`config.mk`:
```
export PLATFORM = sky130hd
export DESIGN_NAME = drr_arbiter
export DESIGN_NICKNAME = d
export VERILOG_FILES = /design/src/rtl/drr_pkg.sv /design/src/rtl/drr_regs.sv /design/src/rtl/drr_sched.sv /design/src/rtl/drr_arbiter.sv
export SDC_FILE = /design/constraint.sdc
export NUM_CORES = 1
export LEC_CHECK = 0
export BUFFER_PORTS_ARGS = -buffer_cell sky130_fd_sc_hd__buf_4
export CORE_MARGIN = 2
export CORE_UTILIZATION = 30
export DETAILED_ROUTE_END_ITERATION = 7
export HOLD_SLACK_MARGIN = 0.08
export PLACE_DENSITY_LB_ADDON = 0.2
export SETUP_SLACK_MARGIN = 0.2
export SYNTH_ARGS = -nofsm -noshare
export SYNTH_HDL_FRONTEND = slang
export SYNTH_HIERARCHICAL = 1
export SYNTH_SLANG_ARGS = --single-unit
export TNS_END_PERCENT = 1
```
`constraint.sdc`:
```
create_clock -name clk_i -period 3.9 [get_ports clk_i]
set_input_delay 0.78 -clock clk_i [delete_from_list [all_inputs] [get_ports clk_i]]
set_output_delay 0.78 -clock clk_i [all_outputs]
set_load 0.05 [all_outputs]
```
`src/rtl/drr_pkg.sv`:
```
package drr_pkg;
  typedef enum logic [1:0] {
    ST_VISIT,
    ST_CHECK,
    ST_BUSY
  } sched_state_e;

  function automatic int unsigned max_u(int unsigned a, int unsigned b);
    return (a > b) ? a : b;
  endfunction
endpackage

```
`src/rtl/drr_regs.sv`:
```
module drr_regs #(
  parameter int unsigned NUM_CLASSES = 4,
  parameter int unsigned Q_W         = 12,
  parameter int unsigned DEF_W       = 13,
  parameter int unsigned ADDR_W      = 8,
  parameter int unsigned DATA_W      = 32,
  parameter int unsigned QUANTUM_RST = 256,
  parameter int unsigned CLS_BASE    = 16,
  localparam int unsigned PTR_W      = $clog2(NUM_CLASSES)
) (
  input  logic                         clk_i,
  input  logic                         rst_ni,
  input  logic                         req_i,
  input  logic                         we_i,
  input  logic [ADDR_W-1:0]            addr_i,
  input  logic [DATA_W-1:0]            wdata_i,
  output logic [DATA_W-1:0]            rdata_o,
  output logic                         ack_o,
  output logic [NUM_CLASSES*Q_W-1:0]   quantum_o,
  input  logic [NUM_CLASSES*DEF_W-1:0] deficit_i
);
  localparam int unsigned WIN_END = CLS_BASE + 2 * NUM_CLASSES;

  logic [ADDR_W-1:0] rel;
  logic [PTR_W-1:0]  idx;
  logic              in_win;
  logic              is_def;
  logic [DATA_W-1:0] rdata_d;

  assign in_win = (32'(addr_i) >= CLS_BASE) && (32'(addr_i) < WIN_END);
  assign rel    = addr_i - ADDR_W'(CLS_BASE);
  assign idx    = PTR_W'(rel >> 1);
  assign is_def = rel[0];

  for (genvar c = 0; c < NUM_CLASSES; c++) begin : g_q
    logic [Q_W-1:0] q_q;
    always_ff @(posedge clk_i or negedge rst_ni) begin
      if (!rst_ni) q_q <= Q_W'(QUANTUM_RST);
      else if (req_i && we_i && in_win && !is_def && idx == PTR_W'(c))
        q_q <= wdata_i[Q_W-1:0];
    end
    assign quantum_o[c*Q_W +: Q_W] = q_q;
  end

  always_comb begin
    rdata_d = '0;
    if (addr_i == '0) rdata_d = DATA_W'(NUM_CLASSES);
    else if (in_win) begin
      if (is_def) rdata_d = DATA_W'(deficit_i[idx*DEF_W +: DEF_W]);
      else        rdata_d = DATA_W'(quantum_o[idx*Q_W +: Q_W]);
    end
  end

  always_ff @(posedge clk_i or negedge rst_ni) begin
    if (!rst_ni) begin
      ack_o   <= 1'b0;
      rdata_o <= '0;
    end else begin
      ack_o <= req_i;
      if (req_i && !we_i) rdata_o <= rdata_d;
    end
  end

  a_r4_ack: assert property (@(posedge clk_i) disable iff (!rst_ni)
    req_i |=> ack_o);
  a_r4_no_spurious_ack: assert property (@(posedge clk_i) disable iff (!rst_ni)
    !req_i |=> !ack_o);
  a_r3_def_write_ignored: assert property (@(posedge clk_i) disable iff (!rst_ni)
    (req_i && we_i && in_win && is_def) |=> $stable(quantum_o));
endmodule

```
`src/rtl/drr_sched.sv`:
```
module drr_sched
  import drr_pkg::*;
#(
  parameter int unsigned NUM_CLASSES = 4,
  parameter int unsigned LEN_W       = 12,
  parameter int unsigned Q_W         = 12,
  parameter int unsigned DEF_W       = 13,
  localparam int unsigned PTR_W      = $clog2(NUM_CLASSES)
) (
  input  logic                         clk_i,
  input  logic                         rst_ni,
  input  logic [NUM_CLASSES-1:0]       hol_valid_i,
  input  logic [NUM_CLASSES*LEN_W-1:0] hol_len_i,
  input  logic                         eop_i,
  input  logic [NUM_CLASSES*Q_W-1:0]   quantum_i,
  output logic [NUM_CLASSES-1:0]       grant_o,
  output logic [NUM_CLASSES*DEF_W-1:0] deficit_o
);
  sched_state_e     state_q;
  logic [PTR_W-1:0] ptr_q;
  logic [PTR_W-1:0] ptr_nxt;
  logic [LEN_W-1:0] len_q;
  logic [DEF_W-1:0] def_q [NUM_CLASSES];
  logic [LEN_W-1:0] cur_len;
  logic [DEF_W-1:0] cur_q;
  logic             cur_valid;

  assign ptr_nxt   = (32'(ptr_q) == NUM_CLASSES - 1) ? '0 : ptr_q + 1'b1;
  assign cur_len   = hol_len_i[ptr_q*LEN_W +: LEN_W];
  assign cur_q     = DEF_W'(quantum_i[ptr_q*Q_W +: Q_W]);
  assign cur_valid = hol_valid_i[ptr_q];

  always_ff @(posedge clk_i or negedge rst_ni) begin
    if (!rst_ni) begin
      state_q <= ST_VISIT;
      ptr_q   <= '0;
      len_q   <= '0;
      for (int c = 0; c < NUM_CLASSES; c++) def_q[c] <= '0;
    end else begin
      unique case (state_q)
        ST_VISIT: begin
          if (cur_valid) begin
            def_q[ptr_q] <= def_q[ptr_q] + cur_q;
            state_q      <= ST_CHECK;
          end else begin
            def_q[ptr_q] <= '0;
            ptr_q        <= ptr_nxt;
          end
        end
        ST_CHECK: begin
          if (!cur_valid) begin
            // queue drained: forfeit leftover credit
            def_q[ptr_q] <= '0;
            ptr_q        <= ptr_nxt;
            state_q      <= ST_VISIT;
          end else if (DEF_W'(cur_len) <= def_q[ptr_q]) begin
            len_q   <= cur_len;
            state_q <= ST_BUSY;
          end else begin
            ptr_q   <= ptr_nxt;
            state_q <= ST_VISIT;
          end
        end
        ST_BUSY: begin
          if (eop_i) begin
            def_q[ptr_q] <= def_q[ptr_q] - DEF_W'(len_q);
            state_q      <= ST_CHECK;
          end
        end
        default: state_q <= ST_VISIT;
      endcase
    end
  end

  for (genvar c = 0; c < NUM_CLASSES; c++) begin : g_out
    assign grant_o[c] = (state_q == ST_BUSY) && (ptr_q == PTR_W'(c));
    assign deficit_o[c*DEF_W +: DEF_W] = def_q[c];
  end

  a_r6_grant_onehot: assert property (@(posedge clk_i) disable iff (!rst_ni)
    $onehot0(grant_o));
  a_r6_grant_hold: assert property (@(posedge clk_i) disable iff (!rst_ni)
    (grant_o != '0 && !eop_i) |=> (grant_o == $past(grant_o)));
  a_r6_grant_drop: assert property (@(posedge clk_i) disable iff (!rst_ni)
    (grant_o != '0 && eop_i) |=> (grant_o == '0));
  a_r5_no_underflow: assert property (@(posedge clk_i) disable iff (!rst_ni)
    (state_q == ST_BUSY) |-> (DEF_W'(len_q) <= def_q[ptr_q]));
  a_r7_skip_zero: assert property (@(posedge clk_i) disable iff (!rst_ni)
    (state_q == ST_VISIT && !cur_valid) |=> (def_q[$past(ptr_q)] == '0));
endmodule

```
`src/rtl/drr_arbiter.sv`:
```
module drr_arbiter #(
  parameter int unsigned NUM_CLASSES = 4,
  parameter int unsigned LEN_W       = 12,
  parameter int unsigned Q_W         = 12,
  parameter int unsigned ADDR_W      = 8,
  parameter int unsigned DATA_W      = 32,
  parameter int unsigned QUANTUM_RST = 256
) (
  input  logic                         clk_i,
  input  logic                         rst_ni,
  input  logic [NUM_CLASSES-1:0]       hol_valid_i,
  input  logic [NUM_CLASSES*LEN_W-1:0] hol_len_i,
  input  logic                         eop_i,
  output logic [NUM_CLASSES-1:0]       grant_o,
  input  logic                         reg_req_i,
  input  logic                         reg_we_i,
  input  logic [ADDR_W-1:0]            reg_addr_i,
  input  logic [DATA_W-1:0]            reg_wdata_i,
  output logic [DATA_W-1:0]            reg_rdata_o,
  output logic                         reg_ack_o
);
  // deficit peaks below quantum + max length
  localparam int unsigned DEF_W = drr_pkg::max_u(LEN_W, Q_W) + 1;

  logic [NUM_CLASSES*Q_W-1:0]   quantum;
  logic [NUM_CLASSES*DEF_W-1:0] deficit;

  drr_regs #(
    .NUM_CLASSES(NUM_CLASSES),
    .Q_W        (Q_W),
    .DEF_W      (DEF_W),
    .ADDR_W     (ADDR_W),
    .DATA_W     (DATA_W),
    .QUANTUM_RST(QUANTUM_RST)
  ) i_regs (
    .clk_i    (clk_i),
    .rst_ni   (rst_ni),
    .req_i    (reg_req_i),
    .we_i     (reg_we_i),
    .addr_i   (reg_addr_i),
    .wdata_i  (reg_wdata_i),
    .rdata_o  (reg_rdata_o),
    .ack_o    (reg_ack_o),
    .quantum_o(quantum),
    .deficit_i(deficit)
  );

  drr_sched #(
    .NUM_CLASSES(NUM_CLASSES),
    .LEN_W      (LEN_W),
    .Q_W        (Q_W),
    .DEF_W      (DEF_W)
  ) i_sched (
    .clk_i      (clk_i),
    .rst_ni     (rst_ni),
    .hol_valid_i(hol_valid_i),
    .hol_len_i  (hol_len_i),
    .eop_i      (eop_i),
    .quantum_i  (quantum),
    .grant_o    (grant_o),
    .deficit_o  (deficit)
  );
endmodule

```
==> impl_metrics.json, run 1 <==
{
  "status": "complete, no violations",
  "cts_tree": "done",
  "synth_cell_type_count": 77,
  "cp_slowest_cell": "mux4_2",
  "clk_latency_ns": 0.43,
  "vdd_ir_drop_max_v": 0.000437,
  "synth_warnings": 6,
  "syn_area_mm2": 0.00945,
  "async_reset_ff_share_pct": 100,
  "gp_congestion": 0.934,
  "fin_nets": 1174,
  "min_period_ns": 3.58,
  "switching_share_pct": 49.2,
  "via_count": 8016,
  "dp_hpwl_um": 24200,
  "clk_pin_slew_ns": 0.06,
  "critPathMaxFanout": 8,
  "drive_above_1_share_pct": 33.0,
  "maxSlewViolCount": 0,
  "synth.avg_cell_area_um2": 10.5,
  "fp.dieH_um": 182,
  "min_path_type": "primary input to asynchronous set/reset pin",
  "portBuffers": 94,
  "timing.final.crit_share_pct": 91.8,
  "initial_core_util_pct": 30.2,
  "io_pins": 134,
  "power.share.sequential_pct": 19.2,
  "p_leak_uw": 0.00519,
  "pwr-share-comb_pct": 64.9,
  "ys_seq_elements": 130,
  "worst_pin_slew_ns": 0.895,
  "final_cells": 1444,
  "drtIter0Drc": 712,
  "syn_to_final_growth_pct": 21.4,
  "crit_path_start_kind": "flip-flop",
  "htreeDepth": 4,
  "drc": 0,
  "synthCells": 899,
  "post_drt_wl_per_cell_um": 22.4,
  "tns_ns": 0,
  "final_cell_mix": "buf_4, dfrtp_1, nand2_1, mux2_2, mux4_2",
  "arrival_ns": 3.88,
  "cts_buffers": 17,
  "p_per_area_mw_per_mm2": 881,
  "overflow": 0,
  "fp.coreArea_mm2": 0.0313,
  "grt_pass1_vias": 8154,
  "grt_pass1_wl_um": 50200,
  "critPathKind": "flip-flop to flip-flop",
  "ant_nets": 0,
  "reg2regPathDepth": 12,
  "yosys_most_used_dff": "dfrtp_1",
  "hold_buffers": 0,
  "die_area_mm2": 0.0329,
  "cp-end-kind": "flip-flop",
  "root_buffer": "clkbuf_16",
  "final_common_cell": "buf_4",
  "p_int_uw": 5140,
  "hold_viol": 0,
  "antenna_found_initial": 0,
  "antennaDiodeCount": 0,
  "rsz0062_at_grt": "yes",
  "clockBufferDepth": 2,
  "postLayoutCoreUtil_pct": 36.7,
  "place_ws_ns": 0.216,
  "p_sw_uw": 4980,
  "clock-sinks": 130,
  "final.setup_skew_ns": 0.00898,
  "grt_usage_pct": 20.2,
  "setup_slack_ns": 0.318,
  "postRouteWirelength_um": 32300,
  "dpl_cell_area_mm2": 0.0109,
  "first_pass_iters": 5,
  "rows": 65,
  "grt_max_degree": 88,
  "finalSetupViolCount": 0,
  "synth-edff-count": 0,
  "max_freq_mhz": 279,
  "slew_headroom_pct": 40.3,
  "cp.required_ns": 4.20,
  "dieWidth_um": 182,
  "clkPwrFrac_pct": 15.9,
  "cp_cell_sequence": "buf_4 -> mux4_2 -> ha_1 -> inv_1 -> fa_1 -> nor2b_1 -> o31a_1 -> a21oi_1 -> o21ai_0 -> xor2_1 -> a211oi_1 -> a2111oi_0",
  "ys_seq_area_share_pct": 34.5,
  "placed_cells": 1410,
  "max_stage_delay_ns": 0.55,
  "filler_cell_count": 3157,
  "vias_per_cell": 5.55,
  "maxCapViolCount": 0,
  "design_area_mm2": 0.0115
}
[cells in the mapped netlist, types with 5 or more instances]
cell type / number / area (um2)
a21o_1: 11 / 82.6
a21oi_1: 49 / 245
a221o_1: 5 / 50.1
a221oi_1: 8 / 70.1
a22o_1: 14 / 123
a22oi_1: 10 / 75.1
a31oi_1: 11 / 68.8
a32o_1: 6 / 60.1
a32oi_1: 5 / 43.8
and2_1: 6 / 37.5
and3_1: 15 / 93.8
buf_1: 5 / 18.8
buf_2: 9 / 45.0
buf_4: 19 / 143
buf_6: 5 / 56.3
clkbuf_1: 33 / 124
dfrtp_1: 126 / 3150
ha_1: 46 / 576
inv_1: 44 / 165
mux2_2: 64 / 721
mux4_2: 62 / 1400
nand2_1: 75 / 282
nand2b_1: 7 / 43.8
nand3_1: 16 / 80.1
nand4_1: 7 / 43.8
nor2_1: 48 / 180
nor3_1: 8 / 40.0
o21a_1: 6 / 45.0
o21ai_0: 50 / 250
o21ai_1: 19 / 95.1
o221ai_1: 7 / 61.3
o31ai_1: 10 / 75.1
xnor2_1: 7 / 61.3
xor2_1: 11 / 96.3
[what timing repair did]
action                                  CTS  global route
cloned                                    0             0
pin swaps                                 0             1
endpoints found under the setup margin    1            20
resized for setup                         1             2
setup buffers                             0             2
[worst max-delay path, delay by kind of cell (launching register included)]
kind                       cells  cell delay [ns]
AOI/OAI and AO/OA              5             1.18
muxes                          1             0.55
DFF                            1             0.49
adders and majority gates      2             0.46
xor gates and xnor gates       1             0.39
buffers and inverters          2             0.31
and+or+nand+nor                1             0.07
[through the flow]
step	power (uW)	hold slack, ns
floorplan	5900	0.450
global placement	8380	0.474
detailed placement	8390	0.480
CTS	10100	0.449
global route	10800	0.452
finish	10100	0.415
[kinds of logic after synthesis]
| logic type | count (synthesis) | synth area share [%] |
|---|---|---|
| buffers and inverters | 119 | 6.21 |
| AND/OR/NAND/NOR | 206 | 10.5 |
| XOR/XNOR | 18 | 1.67 |
| AO/OA/AOI/OAI | 247 | 17.6 |
| adder cells (fa/ha/maj) | 48 | 6.51 |
| flip-flops | 130 | 34.5 |
| other | 1 | 0.0397 |
| multiplexers | 130 | 22.9 |
[layer usage]
metal  vias to the layer above  global-route usage (%)  part of all wire [%]
li1                       3661                       -                     -
met1                      4006                    26.4                    42
met2                       291                    33.2                    49
met3                        58                    3.45                   5.9
met4                         0                    8.33                   3.7
met5                         -                       0                     0
[worst paths after layout]
check                            startpoint                          to  slack [ns]
setup / recovery           i_sched/ptr_q[0]                   flip-flop        0.32
min in group clk_i                reg_req_i                i_regs/ack_o        0.47
hold reg to reg                   flip-flop                   flip-flop        0.49
max in group asynchronous            rst_ni  asynchronous set/reset pin        2.73
hold / removal                       rst_ni            i_sched/len_q[3]        0.42
setup reg to reg           i_sched/ptr_q[0]                   flip-flop        0.32
[final cells by class]
type | count | area (um2) | share of cell area, %
multi-input cells | 668 | 5690 | 49.6
flip-flops and latches | 130 | 3260 | 28.4
repair buffers | 166 | 1270 | 11.1
well taps | 402 | 503 | 4.38
clock buffers | 18 | 429 | 3.74
inverters | 46 | 173 | 1.50
clock inverters | 14 | 146 | 1.28
[power groups by stage]
| stage | clock (uW) | combinational [uW] | sequential, uW |
|---|---|---|---|
| finish | 1610 | 6560 | 1940 |
| global route | 1720 | 7090 | 1980 |
| CTS | 1650 | 6450 | 1950 |
| detailed placement | 0 | 6410 | 1980 |
| global placement | 0 | 6410 | 1970 |
| floorplan | 0 | 4080 | 1820 |
No activity file was read; power rests on OpenSTA's default activity.
==> run 2, diff against run 1 <==
clock period = 3.4 ns   (was 3.9 ns; I/O delays follow)
==> run 2 against run 1 <==
Net effect: the run now ends with setup timing left; global-route usage is 0.66 points higher; via count is 4.4% higher; critical path type unchanged; combinational power is 39% higher.
==> impl_metrics.json, run 2 (synthesized netlist as in run 1, its figures left out) <==
{
  "status": "finished, violations left",
  "violations": "setup timing",
  "clk_latency_ns": 0.43,
  "vias_per_cell": 5.58,
  "clockBufferDepth": 2,
  "grt_max_degree": 72,
  "filler_cell_count": 3047,
  "first_pass_iters": 5,
  "slew_headroom_pct": 50.4,
  "fp.dieH_um": 182,
  "dp_hpwl_um": 25900,
  "critPathKind": "flip-flop to flip-flop",
  "io_pins": 134,
  "drc": 0,
  "rrSetupSlack_ns": -0.01,
  "final_cell_mix": "buf_4, dfrtp_1, nand2_1, mux2_2, mux4_2",
  "switching_share_pct": 48.2,
  "grt_usage_pct": 20.9,
  "power.share.sequential_pct": 16.6,
  "p_leak_uw": 0.00557,
  "finalSetupViolCount": 2,
  "root_buffer": "clkbuf_16",
  "antenna_found_initial": 0,
  "crit_path_start_kind": "flip-flop",
  "regArea_mm2": 0.00326,
  "htreeDepth": 4,
  "min_path_type": "primary input to asynchronous set/reset pin",
  "portBuffers": 94,
  "cp.required_ns": 3.71,
  "ant_nets": 0,
  "arrival_ns": 3.72,
  "placed_cells": 1451,
  "final_cells": 1501,
  "critPathMaxFanout": 8,
  "vdd_ir_drop_max_v": 0.000461,
  "cts_buffers": 17,
  "final_common_cell": "buf_4",
  "multi_input_area_mm2": 0.00609,
  "final.setup_skew_ns": 0.0134,
  "clock-sinks": 130,
  "cts_tree": "done",
  "p_int_uw": 6790,
  "post_drt_wl_per_cell_um": 22.7,
  "drtIter0Drc": 635,
  "antennaDiodeCount": 0,
  "p_per_area_mw_per_mm2": 1060,
  "timing.final.crit_share_pct": 100,
  "timing.rr.end": "i_sched/ptr_q[1]",
  "max_freq_mhz": 293,
  "fin_nets": 1231,
  "die_area_mm2": 0.0329,
  "clkPwrFrac_pct": 13.5,
  "rsz0062_at_grt": "yes",
  "maxCapViolCount": 0,
  "clk_pin_slew_ns": 0.06,
  "reg2regPathDepth": 13,
  "drive_above_1_share_pct": 41.6,
  "worst_pin_slew_ns": 0.738,
  "grt_pass1_vias": 8489,
  "maxSlewViolCount": 0,
  "rows": 65,
  "fp.coreArea_mm2": 0.0313,
  "syn_to_final_growth_pct": 31.0,
  "setup_slack_ns": -0.0136,
  "rr_startpoint": "i_sched/ptr_q[0]",
  "postRouteWirelength_um": 34100,
  "p_sw_uw": 6300,
  "initial_core_util_pct": 30.2,
  "cp-end-kind": "flip-flop",
  "gp_congestion": 0.960,
  "hold_buffers": 0,
  "overflow": 0,
  "dieWidth_um": 182,
  "via_count": 8369,
  "pwr-share-comb_pct": 69.9,
  "grt_pass1_wl_um": 51800,
  "min_period_ns": 3.41,
  "hold_viol": 0,
  "total_power_uw": 13100
}
[run 2: cell count changes in the layout (fill, tap and decap cells not counted), sizes merged]
| cell | previous run | this run |
|---|---|---|
| buf | 166 | 223 |
| clkbuf | 18 | 19 |
| clkinv | 3 | 9 |
| clkinvlp | 4 | 3 |
| inv | 52 | 46 |
[run 2: worst max-delay path: stages, from the launching register on]
cell      delay (ns)
dfrtp_2         0.41
buf_12          0.15
buf_4           0.13
buf_6           0.11
buf_12          0.13
mux4_2          0.48
ha_4            0.30
and3_4          0.19
and3_4          0.20
o221ai_1        0.11
a221o_1         0.36
o21ai_1         0.14
o21a_1          0.21
mux2_2          0.35
[run 2: power groups by stage]
stage	logic, uW	clock network, uW	registers, uW
2_1_floorplan	4740	0	2090
3_3_place_gp	7870	0	2210
3_5_place_dp	7890	0	2220
4_1_cts	8650	1810	2170
5_1_grt	9680	1880	2220
6_report	9150	1770	2180
[run 2: how the worst max path moves through the flow]
stage | to | from | cells past startpoint | slack, ns
after floorplan | flip-flop | i_sched/ptr_q[0] | 14 | 0.18
after global placement | i_sched/len_q[0] | i_sched/ptr_q[0] | 10 | -0.10
after detailed placement | flip-flop | i_sched/ptr_q[0] | 11 | -0.15
after CTS | i_sched/ptr_q[1] | i_sched/ptr_q[0] | 13 | 0.09
after global routing | flip-flop | i_sched/ptr_q[0] | 16 | -0.1
final | i_sched/ptr_q[1] | i_sched/ptr_q[0] | 13 | -0.01
[run 2: stage by stage]
| step | TNS (ns) | util, % | hold WS, ns | instance area, um2 | setup slack, ns |
|---|---|---|---|---|---|
| 2_1_floorplan | 0 | - | 0.384 | 9550 | 0.179 |
| 3_3_place_gp | -1.34 | 35.8 | 0.470 | 11200 | -0.105 |
| 3_5_place_dp | -1.43 | 35.8 | 0.489 | 11200 | -0.154 |
| 4_1_cts | 0 | 38.9 | 0.314 | 12200 | 0.0885 |
| 5_1_grt | -0.603 | 39.5 | 0.337 | 12400 | -0.0969 |
| 6_report | -0.0156 | 39.5 | 0.288 | 12400 | -0.0136 |
[run 2: repair_timing]
action | 4_1_cts | 5_1_grt
resized for setup | 53 | 33
setup endpoints to repair | 45 | 47
setup buffers | 14 | 3
pin swaps | 20 | 30
cloned | 1 | 0
[run 2: area by class of cell]
cell class	instances	share of cell area (%)
Sequential cell	130	26.3
Clock buffer	19	3.50
Tap cell	402	4.06
Clock inverter	13	0.909
Multi-Input combinational cell	668	49.2
Timing Repair Buffer	223	14.7
Inverter	46	1.39
[run 2: routing by layer]
layer  share of wire, %  GRT usage (%)  wire [um]
met5                  0              0          0
met2                 49           34.7      16600
met3                4.8           3.01       1630
met1                 43           27.1      14600
met4                3.6           9.04       1240
